**config.mk**
```make
export PLATFORM = sky130hd
export DESIGN_NAME = vkey_chain
export DESIGN_NICKNAME = d
export VERILOG_FILES = /design/src/rtl/vkey_pkg.sv /design/src/rtl/vkey_ctrl.sv /design/src/rtl/vkey_datapath.sv /design/src/rtl/vkey_chain.sv
export SDC_FILE = /design/constraint.sdc
export NUM_CORES = 1
export LEC_CHECK = 0
export ABC_AREA = 1
export CORE_ASPECT_RATIO = 1.2
export CORE_MARGIN = 2
export CORE_UTILIZATION = 45
export CTS_BUF_LIST = sky130_fd_sc_hd__clkbuf_2
export DETAILED_ROUTE_END_ITERATION = 10
export PLACE_DENSITY = 0.65
export SLEW_MARGIN = 0
export SYNTH_ARGS = -nofsm -noshare
export SYNTH_HDL_FRONTEND = slang
export SYNTH_SLANG_ARGS = --single-unit
```
**constraint.sdc**
```tcl
create_clock -name tck -period 2 [get_ports tck]
set_clock_uncertainty 0.1 [all_clocks]
set_input_delay 0.5 -clock tck [delete_from_list [all_inputs] [get_ports tck]]
set_output_delay 0.5 -clock tck [all_outputs]
set_load 0.02 [all_outputs]
```
**src/rtl/vkey_pkg.sv**
```systemverilog
package vkey_pkg;

  typedef struct packed {
    logic shift;   // move one tdi bit into the staging chain
    logic commit;  // copy staging chain to the key
    logic wipe;    // erase staging chain and key
  } vkeyStrobe_t;

endpackage

```
**src/rtl/vkey_ctrl.sv**
```systemverilog
module vkey_ctrl
  import vkey_pkg::*;
#(
  parameter int KEY_BITS = 512,
  parameter int IR_BITS = 10,
  parameter logic [IR_BITS-1:0] LOAD_CODE = 10'b01_1010_1101,
  parameter logic [IR_BITS-1:0] CLEAR_CODE = 10'b00_0010_1001,
  parameter int CLEAR_MIN = 10
) (
  input  logic               tck,
  input  logic               rstN,
  input  logic [IR_BITS-1:0] instr,
  input  logic               shiftDr,
  input  logic               updateDr,
  input  logic               inIdle,
  input  logic               eraseReq,
  output vkeyStrobe_t        strobe,
  output logic               keyValid,
  output logic               tdoEn
);

  localparam int CNT_W = $clog2(KEY_BITS + 2);
  localparam logic [CNT_W-1:0] CNT_FULL = CNT_W'(KEY_BITS);
  localparam logic [CNT_W-1:0] CNT_SAT = CNT_W'(KEY_BITS + 1);
  localparam int CLR_W = $clog2(CLEAR_MIN + 1);
  localparam logic [CLR_W-1:0] CLR_LAST = CLR_W'(CLEAR_MIN - 1);
  localparam logic [CLR_W-1:0] CLR_SAT = CLR_W'(CLEAR_MIN);

  logic isLoad;
  logic isClear;
  logic clearActive;
  logic clearHit;
  logic [CNT_W-1:0] shiftCnt;
  logic [CLR_W-1:0] clearCnt;

  assign isLoad = (instr == LOAD_CODE);
  assign isClear = (instr == CLEAR_CODE);
  assign clearActive = isClear && inIdle;
  assign clearHit = clearActive && (clearCnt == CLR_LAST);

  always_comb begin
    strobe.shift = isLoad && shiftDr;
    strobe.commit = isLoad && updateDr && (shiftCnt == CNT_FULL) && !keyValid;
    strobe.wipe = eraseReq;
  end

  assign tdoEn = isLoad;

  always_ff @(posedge tck or negedge rstN) begin
    if (!rstN) begin
      shiftCnt <= '0;
      clearCnt <= '0;
      keyValid <= 1'b0;
    end else if (eraseReq) begin
      shiftCnt <= '0;
      clearCnt <= '0;
      keyValid <= 1'b0;
    end else begin
      if (!isLoad || updateDr) begin
        shiftCnt <= '0;
      end else if (shiftDr && (shiftCnt != CNT_SAT)) begin
        shiftCnt <= shiftCnt + 1'b1;
      end

      if (!clearActive) begin
        clearCnt <= '0;
      end else if (clearCnt != CLR_SAT) begin
        clearCnt <= clearCnt + 1'b1;
      end

      if (strobe.commit) begin
        keyValid <= 1'b1;
      end else if (clearHit) begin
        keyValid <= 1'b0;
      end
    end
  end

  // validity only rises right after a full-length update under the load code
  assert_valid_rise_R3: assert property (@(posedge tck) disable iff (!rstN)
    (keyValid && !$past(keyValid)) |-> $past(isLoad && updateDr && shiftCnt == CNT_FULL));

  // validity only falls after the timed clear or an erase
  assert_valid_fall_R6: assert property (@(posedge tck) disable iff (!rstN)
    (!keyValid && $past(keyValid)) |-> ($past(eraseReq) || $past(clearActive && clearCnt == CLR_LAST)));

  // leaving the clear condition restarts the count
  assert_clear_restart_R7: assert property (@(posedge tck) disable iff (!rstN)
    $past(!clearActive) |-> (clearCnt == '0));

  // the clear count never passes its saturation value
  assert_clear_bound_R7: assert property (@(posedge tck) disable iff (!rstN)
    clearCnt <= CLR_SAT);

endmodule

```
**src/rtl/vkey_datapath.sv**
```systemverilog
module vkey_datapath
  import vkey_pkg::*;
#(
  parameter int KEY_BITS = 512
) (
  input  logic                tck,
  input  logic                rstN,
  input  vkeyStrobe_t         strobe,
  input  logic                tdi,
  input  logic                keyValid,
  output logic [KEY_BITS-1:0] key
);

  logic [KEY_BITS-1:0] stage;

  always_ff @(posedge tck or negedge rstN) begin
    if (!rstN) begin
      stage <= '0;
      key <= '0;
    end else if (strobe.wipe) begin
      stage <= '0;
      key <= '0;
    end else begin
      if (strobe.shift) begin
        stage <= {tdi, stage[KEY_BITS-1:1]};
      end
      if (strobe.commit) begin
        key <= stage;
      end
    end
  end

  // a key held valid across an edge does not change
  assert_key_hold_R5: assert property (@(posedge tck) disable iff (!rstN)
    ($past(keyValid) && keyValid) |-> $stable(key));

  // the key only changes on a commit or a wipe
  assert_key_write_R3: assert property (@(posedge tck) disable iff (!rstN)
    !$stable(key) |-> $past(strobe.commit || strobe.wipe));

  // an erase leaves an all-zero key
  assert_wipe_zero_R9: assert property (@(posedge tck) disable iff (!rstN)
    $past(strobe.wipe) |-> (key == '0));

endmodule

```
**src/rtl/vkey_chain.sv**
```systemverilog
module vkey_chain
  import vkey_pkg::*;
#(
  parameter int KEY_BITS = 512,
  parameter int IR_BITS = 10,
  parameter logic [IR_BITS-1:0] LOAD_CODE = 10'b01_1010_1101,
  parameter logic [IR_BITS-1:0] CLEAR_CODE = 10'b00_0010_1001,
  parameter int CLEAR_MIN = 10
) (
  input  logic                tck,
  input  logic                rstN,
  input  logic [IR_BITS-1:0]  instr,
  input  logic                shiftDr,
  input  logic                updateDr,
  input  logic                inIdle,
  input  logic                tdi,
  input  logic                eraseReq,
  output logic [KEY_BITS-1:0] key,
  output logic                keyValid,
  output logic                tdoEn,
  output logic                tdoOut
);

  vkeyStrobe_t strobe;

  vkey_ctrl #(
    .KEY_BITS(KEY_BITS),
    .IR_BITS(IR_BITS),
    .LOAD_CODE(LOAD_CODE),
    .CLEAR_CODE(CLEAR_CODE),
    .CLEAR_MIN(CLEAR_MIN)
  ) uCtrl (
    .tck(tck),
    .rstN(rstN),
    .instr(instr),
    .shiftDr(shiftDr),
    .updateDr(updateDr),
    .inIdle(inIdle),
    .eraseReq(eraseReq),
    .strobe(strobe),
    .keyValid(keyValid),
    .tdoEn(tdoEn)
  );

  vkey_datapath #(
    .KEY_BITS(KEY_BITS)
  ) uData (
    .tck(tck),
    .rstN(rstN),
    .strobe(strobe),
    .tdi(tdi),
    .keyValid(keyValid),
    .key(key)
  );

  // the chain end is never routed out; the TDO contribution is fixed low
  assign tdoOut = 1'b0;

endmodule

```
==> results of run 1 <==
-- cell type report --
class | count | area [um^2]
inverters | 542 | 2050
diodes | 1 | 2.50
repair buffers | 1176 | 12800
clock inverters | 47 | 345
fillers | 8572 | 39500
flip-flops and latches | 1039 | 26000
multi-input cells | 3185 | 14400
clock buffers | 394 | 1970
well taps | 1280 | 1600
-- what timing repair did --
action / in CTS / in global routing
gates cloned: 0 / 45
gates resized for setup: 3132 / 100
endpoints found under the setup margin: 514 / 1542
pin swaps: 6 / 17
hold endpoints to repair: 1368 / 20
buffers inserted: 160 / 107
hold buffers: 20 / 3
-- metal layers --
layer	up-vias	wire [um]	GRT usage, %	part of all wire (%)
met1	18777	54400	31.5	42
met5	-	0	0	0
li1	18655	-	-	-
met2	1345	62600	37.6	49
met3	248	8100	4.44	6.3
met4	0	3740	9.23	2.9
-- cells in the final DEF (no fill, tap or decap), types with 2 or more instances in the layout --
cell	netlist	final
buf_12	2	76
buf_16	0	15
buf_4	61	473
buf_6	89	541
buf_8	2	11
bufinv_16	0	6
clkbuf_16	0	29
clkbuf_2	0	394
clkdlybuf4s50_1	0	5
clkinv_1	0	35
clkinv_4	0	2
dfrtp_1	1039	1025
dfrtp_2	0	14
dlygate4sd2_1	0	10
dlygate4sd3_1	0	16
ha_1	6	5
inv_1	541	537
inv_2	1	6
inv_8	0	2
nand2_1	1570	1565
nand2_2	0	5
nand3_1	1040	999
nand3_2	1	41
nand4_1	11	11
nor2_1	32	31
nor2_4	2	3
o21ai_0	112	112
o21ai_1	370	370
o21ai_2	30	30
xor2_1	3	3
-- sequential cells by signal (all words and copies together) (netlist names) --
register	count
uCtrl.keyValid	1
uCtrl.shiftCnt	10
uData.stage	512
uCtrl.clearCnt	4
uData.key	512
-- through the flow --
step / instances / power, uW / utilization (%) / worst slack, ns / instance area [um^2]
final: 7664 / 36700 / 60.0 / -0.633 / 59200
after global routing: 7664 / 38400 / 60.0 / -0.837 / 59200
after CTS: 7513 / 37100 / 57.7 / -0.926 / 56900
after detailed placement: 6892 / 22600 / 53.2 / -0.701 / 52500
after global placement: 6892 / 22600 / 53.2 / -0.696 / 52500
after floorplan: 5167 / 21700 / - / 0.0611 / 44900
-- worst paths after layout --
kind / start / to
min: instr[7] / uData.key[8]
max reg2reg: uCtrl.shiftCnt[1] / uData.key[198]
max in group asynchronous: rstN / uData.stage[345]
max: uData.key[8] / key[8]
min in group asynchronous: rstN / uData.key[207]
min reg2reg: uData.stage[23] / uData.stage[22]
-- cells by family (layout without fill, tap and decap cells) --
logic type | after synthesis | after routing | synth area share, %
AND/OR/NAND/NOR | 2660 | 2660 | 25.3
flip-flops | 1039 | 1039 | 57.9
buffers and inverters | 943 | 2159 | 10.5
AO/OA/AOI/OAI | 514 | 514 | 5.99
adder cells (fa/ha/maj) | 6 | 6 | 0.167
XOR/XNOR | 3 | 3 | 0.0586
other | 1 | 2 | 0.00836
multiplexers | 1 | 1 | 0.0223
-- power by group through the flow --
stage	clock [uW]	combinational [uW]	sequential [uW]
after CTS	15000	1180	21000
after detailed placement	0	1150	21400
after global routing	16100	1290	21000
after global placement	0	1150	21400
after floorplan	0	326	21400
final	14500	1150	21000
==> out/results.tsv, run 1 <==
metric	value	unit
ys_seq_elements	1039	
syn_nets	5190	
vias	39025	
clock_sinks	1039	
setup_viol	1472	
gr-total-overflow	0	
synth.most_common_cell	nand2_1	
crit_arrival	2.03	ns
numCtsBuffers	275	
leakage	0.0349	uW
initial_core_util	45.5	%
htree_levels	5	
path_max_fanout	2	
die_width	292	um
pwr-share-clk	39.6	%
hold_path_depth	9	
area_delta_synth_final	31.8	%
p_sw	9420	uW
fmax	380	MHz
start_kind	flip-flop	
cpMaxStageDelayCell	dfrtp_1	
port_buffers	530	
fin_crit	2.63	ns
ys_warn_count	0	
worst_pin_slew	0.799	ns
first_pass_iters	6	
setup_ws	-0.633	ns
coreArea	0.0987	mm^2
gp_routability_congestion	0.813	
pwr-share-comb	3.1	%
crit_chain	buf_6	
netlist_top_cells_count	nand2_1, nand3_1, dfrtp_1	
grt_pass1_wl	195000	um
clkTransAtPathRegs	0.11	ns
rows	126	
synth_area_leaders	dfrtp_1, nand2_1, nand3_1	
path_buf_inv	1	
seqPwrFrac	57.2	%
drive_gt1_share	25.9	%
synth_top_area_cell	dfrtp_1	
netlist_area	0.0449	mm^2
critical-path-top-delay-family	flip-flops	
final_nets	6242	
critical_path_class	reg -> out	
synthArstFlopShare	100	%
cts_buffer_depth	4	
grt_max_degree	117	
grt_antenna_before_repair	1	
cp-end-kind	output pin	
synth_ff_type	dfrtp_1	
wire_per_inst	16.8	um
worstPathRequired	1.40	ns
post-dp-hpwl	80000	um
maxCapViolCount	0	
dieHeight	350	um
relSlewSlack	46.7	%
synth.distinct_cells	29	
p_int	27300	uW
r2r_slack	-0.01	ns
grt_usage	23.4	%
ir_drop	0.373	mV
p_per_area	620	mW/mm^2
ant_nets	0	
rsz0062_at_grt	true	
violations	negative setup slack	
status	finished, violations left	
final-max-slew-violation-count	0	
cts_tree	built	
drt_wl_total	129000	um
insertion_delay	1.44	ns
fin_tns_setup	-518.16	ns
fin_crit_sh	132	%
drcViolationCount	0	
drt_iter0_drc	2732	
io_pins	532	
synth_seq_area_share	57.9	%
synth_cells	5167	
cpPeakStageDelay	0.44	ns
rr_worst_depth	11	
grt_pass1_vias	37387	
synth_enable_flop_cells	0	
via_per_inst	5.09	
hold_slack	0.146	ns
synth_top_area_share	57.9	%
clockRootBuffer	clkbuf_2	
finalHoldViolCount	0	
swShare	25.7	%
die-area	0.102	mm^2
cp.depth	1	
syn_avg_cell_area	8.68	um^2
hp-class	in -> reg	
No activity file was read; power rests on OpenSTA's default activity.
==> inputs of run 2 (changes only) <==
- HOLD_SLACK_MARGIN: not set -> 0.02
- SETUP_SLACK_MARGIN: not set -> 0.2
- SYNTH_HIERARCHICAL: not set -> 1
==> out/results.tsv, run 2 <==
metric	value	unit
multiInputGateArea	0.0142	mm^2
htree_levels	5	
grt_antenna_before_repair	2	
die-area	0.0937	mm^2
cts_buffer_depth	4	
start_kind	flip-flop	
rows	121	
rsz0062_at_grt	true	
cts_tree	built	
num-fill-cells	7324	
drive_gt1_share	30.4	%
synth.distinct_cells	35	
synthArstFlopShare	100	%
ff_latch_area	0.0260	mm^2
status	finished, violations left	
synth_top_area_share	63.3	%
drt_wl_total	131000	um
fmax	380	MHz
synth.most_common_cell	nand2_1	
relSlewSlack	42.3	%
netlist_area	0.0411	mm^2
rr_worst_depth	15	
critical-path-top-delay-family	flip-flops	
utilization	63.8	%
netlist_top_cells_count	nand2_1, dfrtp_1, nand3_1	
leakage	0.0329	uW
fin_crit_sh	132	%
layout_common_cells	nand2_1, nand3_1, dfrtp_1	
hold_path_depth	8	
crit_chain	buf_6	
wire_per_inst	18.5	um
grt_pass1_vias	35564	
crit_arrival	2.03	ns
grt_pass1_wl	195000	um
p_per_area	637	mW/mm^2
path_buf_inv	1	
path_max_fanout	2	
io_pins	532	
setup_viol	1538	
insertion_delay	1.43	ns
synth_enable_flop_cells	0	
drt_iter0_drc	3502	
ys_warn_count	6	
area_delta_synth_final	40.6	%
clock_sinks	1039	
ir_drop	0.430	mV
ant_nets	0	
grt_max_degree	65	
finalHoldViolCount	5	
place_area	0.0493	mm^2
layout_commonest_cell	nand2_1	
gp_routability_congestion	0.807	
ys_seq_elements	1039	
synth_cells	4593	
met1_usage	34.0	%
grt_usage	26.2	%
via_per_inst	5.24	
die_width	280	um
syn_avg_cell_area	8.94	um^2
use_met3	5.24	%
violations	negative hold slack, negative setup slack	
critical_path_class	reg -> out	
biggestRegsByFlops	uData/key: 512 flops, uData/stage: 512 flops, uCtrl/shiftCnt: 10 flops	
vias	36867	
coreArea	0.0905	mm^2
synth_seq_area_share	63.3	%
drcViolationCount	0	
finalInstanceArea	0.0578	mm^2
cpMaxStageDelayCell	dfrtp_1	
cpPeakStageDelay	0.44	ns
initial_core_util	45.4	%
cp.depth	1	
place_ws	-0.593	ns
clkTransAtPathRegs	0.12	ns
maxCapViolCount	0	
worstPathRequired	1.40	ns
final_nets	5747	
synth_ff_type	dfrtp_1	
port_buffers	530	
clockRootBuffer	clkbuf_2	
first_pass_iters	6	
synth_top_area_cell	dfrtp_1	
dieHeight	335	um
numCtsBuffers	280	
fin_tns_setup	-537.56	ns
hold_slack	-0.287	ns
gr-total-overflow	0	
cp-end-kind	output pin	
post-dp-hpwl	77400	um
hp-class	in -> reg	
syn_nets	4616	
worst_pin_slew	0.865	ns
final-max-slew-violation-count	0	
synth_area_leaders	dfrtp_1, nand2_1, nand3_1	
grt.busiest_layer	met2	
setup_ws	-0.633	ns
use_met2	42.9	%
fin_crit	2.63	ns
## run 2: changes by cell type after synthesis, sizes merged, moves of 2 or more
cell    before   now
nand4       11     5
nor3         2     5
nand3     1041  1037
o21ai      512     8
xor2         3     1
inv        542    29
nor2        34    26
a21oi        1     4
clkbuf      54   106
nand2     1571  2084
buf        347   236
## run 2: power by group
part           leakage [uW]  switching (uW)  internal, uW  total, uW
registers            0.0145           0.382         21000      21000
logic                0.0167            1350           785       2140
clock network       0.00168            8580          5120      13700
## run 2: tightest hold or removal path: stages
cell and delay [ns]:
clkbuf_2 0.09, nand2_2 0.08, nor2_4 0.04, nand3_4 0.09
inv_4 0.04, nand2_2 0.12, buf_4 0.13, a21oi_1 0.05
## run 2: cell families (layout without fill, tap and decap cells)
group                    after synthesis  after routing  share of synthesized area, %
flip-flops                          1039           1039                          63.3
AND/OR/NAND/NOR                     3161           3161                          32.3
adder cells (fa/ha/maj)                6              6                         0.183
buffers and inverters                372           1650                          3.97
AO/OA/AOI/OAI                         12             12                         0.164
other                                  1              3                       0.00913
XOR/XNOR                               2              2                        0.0426
## run 2: final timing paths
path	from	slack, ns	endpoint
min in group asynchronous	rstN	0.66	uData/stage[73]
hold / removal	instr[3]	-0.29	uCtrl/keyValid
setup reg to reg	uCtrl/shiftCnt[0]	-0.29	uData/key[216]
hold reg to reg	uData/stage[246]	0.31	uData/key[246]
max in group asynchronous	rstN	0.24	uData/stage[408]
setup / recovery	uData/key[13]	-0.63	key[13]
## run 2: repair_timing
action / in CTS / in global routing
resized for setup: 3223 / 279
cloned: 33 / 40
endpoints found under the hold margin: 1451 / 94
setup endpoints to repair: 1026 / 1540
hold buffers: 23 / 4
setup buffers: 158 / 152
pin swaps: 11 / 34
## run 2: area by class of cell
| class | instances | share of cell area, % |
|---|---|---|
| multi-input cells | 3182 | 24.6 |
| inverters | 30 | 0.232 |
| clock buffers | 377 | 3.27 |
| flip-flops and latches | 1039 | 45.1 |
| clock inverters | 52 | 0.414 |
| diodes | 2 | 0.00866 |
| repair buffers | 1191 | 23.9 |
| well taps | 1168 | 2.53 |
## run 2: layer usage
| metal | vias to the layer above | wire [um] |
|---|---|---|
| met5 | - | 0 |
| met4 | 0 | 4880 |
| met3 | 302 | 7900 |
| met2 | 1367 | 65300 |
| met1 | 18062 | 52500 |
| li1 | 17136 | - |
## run 2: through the flow
step	power, uW	cells
finish	36800	7041
global route	38600	7041
floorplan	22100	4593
global placement	23100	6206
detailed placement	23100	6206
CTS	37000	6849
